### config.mk
export PLATFORM = sky130hd
export DESIGN_NAME = exc_redirect_unit
export DESIGN_NICKNAME = d
export VERILOG_FILES = /design/src/rtl/exc_pkg.sv /design/src/rtl/exc_prio_enc.sv /design/src/rtl/exc_epc_sel.sv /design/src/rtl/exc_ctrl_fsm.sv /design/src/rtl/exc_redirect_unit.sv
export SDC_FILE = /design/constraint.sdc
export NUM_CORES = 1
export LEC_CHECK = 0
export ABC_CLOCK_PERIOD_IN_PS = 4600
export BUFFER_PORTS_ARGS = -buffer_cell sky130_fd_sc_hd__buf_2
export CAP_MARGIN = 20
export CORE_ASPECT_RATIO = 0.6
export CORE_UTILIZATION = 50
export CTS_BUF_LIST = sky130_fd_sc_hd__clkbuf_4
export DETAILED_ROUTE_END_ITERATION = 6
export GPL_TIMING_DRIVEN = 1
export PLACE_DENSITY_LB_ADDON = 0.3
export SLEW_MARGIN = 0
export SYNTH_ARGS = -nofsm -noshare
export SYNTH_HDL_FRONTEND = slang
export SYNTH_HIERARCHICAL = 1
export SYNTH_SLANG_ARGS = --single-unit
### constraint.sdc
create_clock -name clk -period 4.6 [get_ports clk]
set_clock_uncertainty 0.15 [all_clocks]
set_input_delay 0.23 -clock clk [delete_from_list [all_inputs] [get_ports clk]]
set_output_delay 0.23 -clock clk [all_outputs]
set_load 0.02 [all_outputs]
### src/rtl/exc_pkg.sv
package exc_pkg;
    localparam int unsigned NCAUSE = 6;
    localparam int unsigned CW     = $clog2(NCAUSE);

    typedef enum logic [CW-1:0] {
        C_OVF    = 3'd0,
        C_UNDEF  = 3'd1,
        C_PRIV   = 3'd2,
        C_ROWR   = 3'd3,
        C_ABSENT = 3'd4,
        C_TRAP   = 3'd5
    } cause_e;

    typedef enum logic {
        ST_RUN,
        ST_HANDLER
    } state_e;
endpackage

### src/rtl/exc_prio_enc.sv
module exc_prio_enc #(
    parameter int unsigned N = 6,
    parameter int unsigned W = 3
) (
    input  logic [N-1:0] req,
    output logic         any,
    output logic [W-1:0] idx
);
    logic [N-1:0] below;

    // below[g] is high when some lower-index request is raised
    generate
        for (genvar g = 0; g < N; g++) begin : g_below
            if (g == 0) begin : g_first
                assign below[g] = 1'b0;
            end else begin : g_rest
                assign below[g] = below[g-1] | req[g-1];
            end
        end
    endgenerate

    always_comb begin
        idx = '0;
        for (int i = 0; i < N; i++) begin
            if (req[i] && !below[i]) idx = W'(i);
        end
    end

    assign any = |req;
endmodule

### src/rtl/exc_epc_sel.sv
module exc_epc_sel #(
    parameter int unsigned AW          = 32,
    parameter int unsigned CW          = 3,
    parameter int unsigned INSTR_BYTES = 4,
    parameter int unsigned TRAP_CODE   = 5
) (
    input  logic [AW-1:0] pc_cur,
    input  logic [CW-1:0] code,
    output logic [AW-1:0] save_pc
);
    localparam logic [AW-1:0] STEP = AW'(INSTR_BYTES);

    // traps resume after the instruction; all other causes retry it
    always_comb begin
        if (code == CW'(TRAP_CODE)) save_pc = pc_cur + STEP;
        else                        save_pc = pc_cur;
    end
endmodule

### src/rtl/exc_ctrl_fsm.sv
module exc_ctrl_fsm
    import exc_pkg::*;
(
    input  logic   clk,
    input  logic   rst_n,
    input  logic   any_cond,
    input  logic   eret,
    output state_e state,
    output logic   take,
    output logic   ret
);
    state_e state_q, state_d;

    always_ff @(posedge clk) begin
        if (!rst_n) state_q <= ST_RUN;
        else        state_q <= state_d;
    end

    always_comb begin
        take    = 1'b0;
        ret     = 1'b0;
        state_d = state_q;
        unique case (state_q)
            ST_RUN: begin
                if (any_cond) begin
                    take    = 1'b1;
                    state_d = ST_HANDLER;
                end
            end
            ST_HANDLER: begin
                if (eret) begin
                    ret     = 1'b1;
                    state_d = ST_RUN;
                end
            end
        endcase
    end

    assign state = state_q;
endmodule

### src/rtl/exc_redirect_unit.sv
module exc_redirect_unit
    import exc_pkg::*;
#(
    parameter int unsigned     AW           = 32,
    parameter logic [AW-1:0]   HANDLER_ADDR = 32'h4000_0040,
    parameter int unsigned     INSTR_BYTES  = 4
) (
    input  logic              clk,
    input  logic              rst_n,
    input  logic [AW-1:0]     pc_cur,
    input  logic [AW-1:0]     fetch_in,
    input  logic [NCAUSE-1:0] cond,
    input  logic              eret,
    output logic [AW-1:0]     fetch_addr,
    output logic              redirect,
    output logic [CW-1:0]     cause,
    output logic [AW-1:0]     epc,
    output logic              in_handler
);
    logic          any_cond;
    logic [CW-1:0] win_code;
    logic [AW-1:0] save_pc;
    logic          take, ret;
    state_e        state;
    logic [CW-1:0] cause_q;
    logic [AW-1:0] epc_q;

    exc_prio_enc #(.N(NCAUSE), .W(CW)) u_prio (
        .req (cond),
        .any (any_cond),
        .idx (win_code)
    );

    exc_epc_sel #(
        .AW(AW), .CW(CW), .INSTR_BYTES(INSTR_BYTES), .TRAP_CODE(int'(C_TRAP))
    ) u_epc (
        .pc_cur  (pc_cur),
        .code    (win_code),
        .save_pc (save_pc)
    );

    exc_ctrl_fsm u_fsm (
        .clk      (clk),
        .rst_n    (rst_n),
        .any_cond (any_cond),
        .eret     (eret),
        .state    (state),
        .take     (take),
        .ret      (ret)
    );

    // saved state is written only on the take transition
    always_ff @(posedge clk) begin
        if (!rst_n) begin
            cause_q <= '0;
            epc_q   <= '0;
        end else if (take) begin
            cause_q <= win_code;
            epc_q   <= save_pc;
        end
    end

    always_comb begin
        fetch_addr = fetch_in;
        redirect   = 1'b0;
        if (take) begin
            fetch_addr = HANDLER_ADDR;
            redirect   = 1'b1;
        end else if (ret) begin
            fetch_addr = epc_q;
            redirect   = 1'b1;
        end
    end

    assign cause      = cause_q;
    assign epc        = epc_q;
    assign in_handler = (state == ST_HANDLER);
endmodule

==> metrics.md, run 1 <==
| Metric | Value |
|---|---|
| Status | complete, no violations |
| PD cells | 236.4 mW/mm^2 |
| Sequential area share after synthesis | 27.57% |
| F_max | 391.3 MHz |
| MaxCap Viol Count | 0 |
| DRC | 0 |
| First-pass GRT wire length | 9777 um |
| Fillers | 413 |
| Rows | 19 |
| Final instance area | 0.003309 mm^2 |
| Core footprint | 0.004802 mm^2 |
| Vias per inst | 5.048 |
| Ys Warns | 6 |
| Antenna-violating nets left | 0 |
| Syn Inst Count | 288 |
| Post-cts resize count | 0 |
| Pre-Repair DR Iteration Count | 4 |
| FF+latch count, synth | 36 |
| Hold WC Path Type | in -> reg |
| Worst Reg2Reg Path Length in Cells | 4 |
| Initial antenna violation count | 0 |
| Vias in the first global route | 2125 |
| Required @ worst endpoint | 4.22 ns |
| RSZ-0062 raised after global routing | false |
| CTS Buffer Depth | 2 |
| Final HPWL DP | 4694 um |
| CTS root buffer | clkbuf_4 |
| Total power | 0.7824 mW |
| Fin util | 68.92% |
| Net count after synthesis | 362 |
| Final Hold Slack | 0.03827 ns |
| Detailed-route via count | 2438 |
| Final Non-Filler Cells | 483 |
| Later-pin clock latency in the skew report | 0.32 ns |
| Clk sinks | 36 |
| Post-Place Cells | 475 |
| Width of the die | 95.34 um |
| Crit-path max FO | 35 |
| CTS Buf Count | 5 |
| Final worst-path setup slack | 2.044 ns |
| Grt ovf | 0 |
| Worst path arrival time | 2.18 ns |
| Post-Syn Area per Cell | 9.076 um^2 |
| Die area | 0.005530 mm^2 |
| DRT iter0 DRCs | 54 |
| # diodes | 0 |
| Die Height | 58.01 um |
| Gpl congestion | 0.7866 |
| Largest net degree at the start of global routing | 37 |
| Number of library cell types mapped by synthesis | 34 |
| Layout cell share with drive strength beyond 1 | 38.57% |
| Leakage | 1.664 nW |
| Final setup violation count | 0 |
| Wirelength per Cell | 12.98 um |
| Post-Syn Area | 0.002614 mm^2 |
| Number of top-level pins | 142 |
| Placed inst area | 0.003249 mm^2 |
| Setup TNS | 0 ns |
| Crit path time final | 2.556 ns |
| Fin crit share | 55.56% |
| GRT Total Usage | 22.70% |
| Fin. Hold Viols | 0 |
| Nets | 494 |
| Pins Over Slew Limit | 0 |
| Peak supply drop | 162.2 uV |
| Layout area overhead | 26.62% |
| CP startpoint kind | flip-flop |
| Crit end category | primary output |
| Max-slew headroom | 28.31% |
| H-tree depth | 2 |
| Placement Setup Slack | 1.953 ns |
| R2R setup slack | 2.53 ns |
| IO Port Bufs | 141 |
| Least-Margin Pin Slew | 1.073 ns |
| Crit Path Class | reg -> out |
| CTS clk-pin slew, worst paths | 0.11 ns |
| Hold path depth | 3 |
| Routed WL | 6271 um |
| CTS tree | yes |
| Initial Utilization | 54.43% |
[area by class of cell]
cell class              count  area, um^2  area share (%)
clock inverters             1       5.005          0.1512
clock buffers               6       45.04           1.361
inverters                   3       11.26          0.3403
flip-flops and latches     36       720.7           21.78
well taps                  63       78.83           2.382
multi-input cells         231        1713           51.76
repair buffers            143       735.7           22.23
[critical path: stages (launching register included)]
cell	delay (ns)
dfxtp_1	0.42
and2_2	0.86
nor2b_1	0.11
a211o_1	0.30
buf_2	0.16
[state kept, by name (all words and copies together), names as in the netlist]
register     flops
u_fsm/state      1
epc             32
cause            3
[cells in the mapped netlist]
cell type / n / area (um^2)
nand2_1: 11 / 41.29
and3b_2: 1 / 10.01
nand4_4: 1 / 21.27
clkbuf_1: 3 / 11.26
or4_4: 2 / 22.52
nand3_4: 1 / 17.52
nor3_2: 3 / 30.03
a221oi_1: 1 / 8.760
buf_8: 5 / 75.07
nor4_2: 1 / 12.51
or2b_2: 1 / 8.760
a211o_1: 2 / 17.52
and4_1: 2 / 17.52
dfxtp_1: 36 / 720.7
nand3b_1: 1 / 7.510
and2_1: 2 / 12.51
xor2_1: 6 / 52.55
buf_4: 4 / 30.03
nand4_1: 8 / 50.05
or2_1: 1 / 6.260
and4_4: 1 / 11.26
mux2i_1: 65 / 650.6
nor3_1: 1 / 5.000
buf_6: 5 / 56.30
nor2b_1: 40 / 250.2
nand3_1: 10 / 50.05
ha_1: 1 / 12.51
o21a_1: 1 / 7.510
and3_1: 3 / 18.77
xnor2_1: 23 / 201.4
buf_2: 1 / 5.000
inv_1: 3 / 11.26
nor2_1: 41 / 153.9
nand2b_1: 1 / 6.260
[power by group]
part	total, mW	internal (mW)	switching [mW]	leakage (nW)
Clock	0.161	0.0623	0.0986	0.0315
Combinational	0.269	0.117	0.153	1.33
Sequential	0.352	0.334	0.0179	0.298
[per-layer routing]
| layer | vias to the layer above | wire [um] | GRT usage (%) |
|---|---|---|---|
| li1 | 1239 | - | - |
| met1 | 1104 | 3020 | 30.51 |
| met2 | 91 | 2803 | 37.35 |
| met3 | 4 | 406 | 4.987 |
| met4 | 0 | 41 | 5.195 |
| met5 | - | 0 | 0 |
[cell families after synthesis]
kind of cell	synth area share, %
xor gates and xnor gates	9.717
AOI/OAI and AO/OA	1.293
adders and majority gates	0.4786
muxes	24.89
buffers and inverters	7.228
and+or+nand+nor	28.82
DFF	27.57
[timing repair]
item / 4_1_cts / 5_1_grt
endpoints found under the hold margin: 1 / 0
setup buffers: 0 / 0
hold buffers: 1 / 0
[path summary, 6_finish.rpt]
kind	startpoint	to
worst min register to register	cause[1]	cause[1]
worst max-delay path	u_fsm/state	fetch_addr[6]
worst min-delay path	pc_cur[1]	epc[1]
worst max register to register	u_fsm/state	epc[12]
[cell usage in the layout, fill, tap and decap left out, types with 2 or more instances in the layout]
| cell type | synthesis | layout |
|---|---|---|
| buf_2 | 1 | 141 |
| mux2i_1 | 65 | 65 |
| nor2_1 | 41 | 41 |
| nor2b_1 | 40 | 39 |
| dfxtp_1 | 36 | 36 |
| xnor2_1 | 23 | 23 |
| nand2_1 | 11 | 11 |
| nand3_1 | 10 | 10 |
| nand4_1 | 8 | 8 |
| clkbuf_4 | 0 | 6 |
| xor2_1 | 6 | 6 |
| and3_1 | 3 | 3 |
| nor3_2 | 3 | 3 |
| inv_1 | 3 | 3 |
| a211o_1 | 2 | 2 |
| and4_1 | 2 | 2 |
| or4_4 | 2 | 2 |
Power figures use the tool's default switching activity.
==> inputs of run 2 (changes only) <==
ABC_AREA = 1   (was not set)
ABC_CLOCK_PERIOD_IN_PS = 2200   (was 4600)
CORE_UTILIZATION = 43   (was 50)
clock period = 2.2 ns   (was 4.6 ns; I/O delays follow)
==> metrics.md, run 2 <==
| Metric | Value |
|---|---|
| Post-Synth Simple-Gate Area | 45.77% (+17 points) |
| R2R setup slack | 0.72 ns (-1.81 ns) |
| Pre-Repair DR Iteration Count | 4 (unchanged) |
| Synth async-reset ratio | 0% (unchanged) |
| CTS root buffer | clkbuf_4 |
| Crit end category | primary output |
| Die Height | 65.41 um (+13%) |
| Xor/xnor share of the synthesized area | 4.559% (-5.2 points) |
| Synth top area share | 25.01% (-2.6 points) |
| MaxCap Viol Count | 0 (unchanged) |
| CP startpoint kind | flip-flop |
| Net count after synthesis | 545 (+51%) |
| Post-CTS Setup Bufs | 0 (unchanged) |
| FF+latch count, synth | 36 (unchanged) |
| Final Hold Slack | 0.03194 ns (-0.006332 ns) |
| Post-synth EDFFs | 0 (unchanged) |
| CTS Buf Count | 5 (unchanged) |
| Most common library cell in the layout ignoring fill and taps | nand2_1 |
| Layout area overhead | 34.39% |
| Crit-path max cell delay | 0.45 ns (-0.41 ns) |
| F_max | 513.2 MHz |
| Vias in the first global route | 2815 (+32%) |
| CTS tree | yes |
| Final Non-Filler Cells | 707 (+46%) |
| Gpl congestion | 0.9544 (+21%) |
| GRT Total Usage | 25.51% (+2.8 points) |
| Final setup violation count | 0 (unchanged) |
| Clk sinks | 36 (unchanged) |
| Cell internal pwr | 1.152 mW (+120%) |
| # diodes | 0 (unchanged) |
| Post-Syn Area | 0.002882 mm^2 (+10%) |
| Initial antenna violation count | 0 (unchanged) |
| Ys Warns | 6 (unchanged) |
| Peak supply drop | 278.5 uV (+72%) |
| Fin. Hold Viols | 0 (unchanged) |
| Core footprint | 0.006276 mm^2 (+31%) |
| First-pass GRT wire length | 13920 um (+42%) |
| Most frequent cells after synthesis | nand2_1 (188), a21oi_1 (60), dfxtp_1 (36), inv_1 (35), nor2_1 (29) |
| Clock Power Share | 25.6% (+5.0 points) |
| CP most frequent cell | nand2_1 |
| Placed inst area | 0.003585 mm^2 (+10%) |
| Syn Inst Count | 471 (+64%) |
| Later-pin clock latency in the skew report | 0.34 ns (+0.02 ns) |
| Post-Syn Area per Cell | 6.118 um^2 (-33%) |
| Post-Synth Adder-Cell Area | 0.4342% (-0.044 points) |
| Crit Path Class | reg -> out |
| Final HPWL DP | 6943 um (+48%) |
| Leakage | 2.022 nW (+22%) |
| Fillers | 624 (+51%) |
| Largest family of logic cells by synthesized area | simple AND/OR/NAND/NOR gates |
| Compound-Gate Fraction of Synth Area | 12.03% (+11 points) |
| DRT iter0 DRCs | 299 (+450%) |
| IO Port Bufs | 141 (unchanged) |
| Worst-path cell chain | nand2_1 -> inv_1 -> buf_4 -> nand2_1 -> a21oi_1 -> buf_2 |
| Nets | 696 (+41%) |
| P_sw | 0.6436 mW (+140%) |
| Register share of total power | 40.9% (-4.1 points) |
| Most used flip-flop cell after synthesis | dfxtp_1 |
| DRC | 0 (unchanged) |
| Status | complete, no violations |
| Number of library cell types mapped by synthesis | 29 (-15%) |
| Synth area leaders | dfxtp_1 (25%), nand2_1 (24%), a21oi_1 (10%) |
| Largest net degree at the start of global routing | 52 (+41%) |
| Combinational Power Share | 33.4% (-1.0 points) |
| Post-Place Cells | 678 (+43%) |
| Least-Margin Pin Slew | 0.4841 ns (-0.5890 ns) |
| Crit-path max FO | 17 (-51%) |
| Initial Utilization | 45.91% (-8.5 points) |
| Worst Reg2Reg Path Length in Cells | 4 (unchanged) |
| Sequential area share after synthesis | 25.01% (-2.6 points) |
| Cell with the most instances after synthesis | nand2_1 |
| Hold EP | cause[2] |
| Max-slew headroom | 67.73% (+39 points) |
| Hold Path Origin | cond[5] |
| Detailed-route via count | 3493 (+43%) |
| Grt ovf | 0 (unchanged) |
| Antenna-violating nets left | 0 (unchanged) |
| Pins Over Slew Limit | 0 (unchanged) |
| Setup TNS | 0 ns (unchanged) |
| H-tree depth | 2 (unchanged) |
| Crit path time final | 1.949 ns |
| Wirelength per Cell | 12.59 um (-3.0%) |
| CTS Buffer Depth | 2 (unchanged) |
| Sw Ratio | 35.85% (+1.4 points) |
| WP buf/inv | 3 (+2) |
| Routed WL | 8900 um (+42%) |
| Fin crit share | 88.58% |
| Crit Reg-Reg Endpoint | epc[22] |
| Crit-path leading delay family | buffers and inverters |
| CTS clk-pin slew, worst paths | 0.11 ns (about the same) |
| Cell taking the most area after synthesis | dfxtp_1 |
| Rows | 22 (+3) |
| Max FFs per register | 32 (unchanged) |
| Required @ worst endpoint | 1.94 ns (-2.28 ns) |
| RSZ-0062 raised after global routing | false |
| Number of top-level pins | 142 (unchanged) |
| Final instance area | 0.003872 mm^2 (+17%) |
| Hold path depth | 5 (+2) |
| Critical Path Slowest Stage Cell | dfxtp_1 |
| Width of the die | 107.7 um (+13%) |
| Hold WC Path Type | in -> reg |
| Launching point of the worst reg2reg path | u_fsm/state |
| Die area | 0.007043 mm^2 (+27%) |
| Worst path arrival time | 1.69 ns (-0.49 ns) |
| Layout cell share with drive strength beyond 1 | 30.82% (-7.8 points) |
| Vias per inst | 4.941 (-2.1%) |
| PD cells | 463.6 mW/mm^2 (+96%) |
| Most frequent cells in the layout | nand2_1 (188), buf_2 (141), a21oi_1 (60), dfxtp_1 (36), inv_1 (35) |
| Post-synthesis mux area share | 0.3908% (-25 points) |
run 2: cell count changes after synthesis, sizes merged, moves of 10 or more:
cell | previous run | this run
nand2 | 11 | 194
inv | 3 | 42
nor2b | 40 | 0
mux2i | 65 | 0
nand3 | 11 | 21
xnor2 | 23 | 10
a21oi | 0 | 61
run 2: timing repair:
action | in CTS | in global routing
endpoints found under the hold margin | 21 | 0
endpoints found under the setup margin | 0 | 5
hold buffers | 21 | 0
gates resized for setup | 0 | 2
run 2: worst max path at each step:
| stage | start | end | cells after the start |
|---|---|---|---|
| 2_1_floorplan | u_fsm/state | fetch_addr[10] | 6 |
| 3_3_place_gp | cond[3] | epc[29] | 13 |
| 3_5_place_dp | cond[3] | epc[29] | 12 |
| 4_1_cts | u_fsm/state | fetch_addr[4] | 6 |
| 5_1_grt | u_fsm/state | fetch_addr[2] | 6 |
| 6_report | u_fsm/state | fetch_addr[24] | 6 |
run 2: metal layers:
metal | up-vias | part of all wire [%] | GRT usage, %
met5 | - | 0 | 0
met4 | 0 | 0.45 | 4.623
met3 | 7 | 9.0 | 4.663
met2 | 159 | 38 | 35.34
met1 | 1537 | 53 | 40.10
li1 | 1790 | - | -
run 2: cell type report:
type | count | area (um^2) | share of cell area (%)
Clock buffer | 5 | 37.54 | 0.9693
Inverter | 42 | 162.7 | 4.200
Timing Repair Buffer | 169 | 980.9 | 25.33
Tap cell | 84 | 105.1 | 2.714
Multi-Input combinational cell | 368 | 1828 | 47.21
Clock inverter | 3 | 37.54 | 0.9693
Sequential cell | 36 | 720.7 | 18.61
run 2: power groups by stage:
stage / clock network, mW / registers (mW) / logic, mW
after floorplan: 0 / 0.794 / 0.304
after global placement: 0 / 0.748 / 0.560
after detailed placement: 0 / 0.749 / 0.567
after CTS: 0.473 / 0.734 / 0.597
after global routing: 0.516 / 0.742 / 0.657
final: 0.460 / 0.735 / 0.600
run 2: logic make-up (layout without fill, tap and decap cells):
logic type	after synthesis	count (layout)
multiplexers	1	1
flip-flops	36	36
AND/OR/NAND/NOR	283	283
buffers and inverters	67	219
AO/OA/AOI/OAI	68	68
XOR/XNOR	15	15
adder cells (fa/ha/maj)	1	1
run 2: tightest hold or removal path: cells and delay by family:
family / cells / cell delay (ns)
buffers and inverters: 2 / 0.18
and+or+nand+nor: 2 / 0.14
AOI/OAI and AO/OA: 1 / 0.06
run 2: per-stage QoR:
stage	util [%]	setup slack, ns	total power, mW
2_1_floorplan	-	0.5862	1.098
3_3_place_gp	57.12	0.1510	1.308
3_5_place_dp	57.12	0.1129	1.316
4_1_cts	61.66	0.1592	1.805
5_1_grt	61.70	0.07114	1.915
6_report	61.70	0.2513	1.795
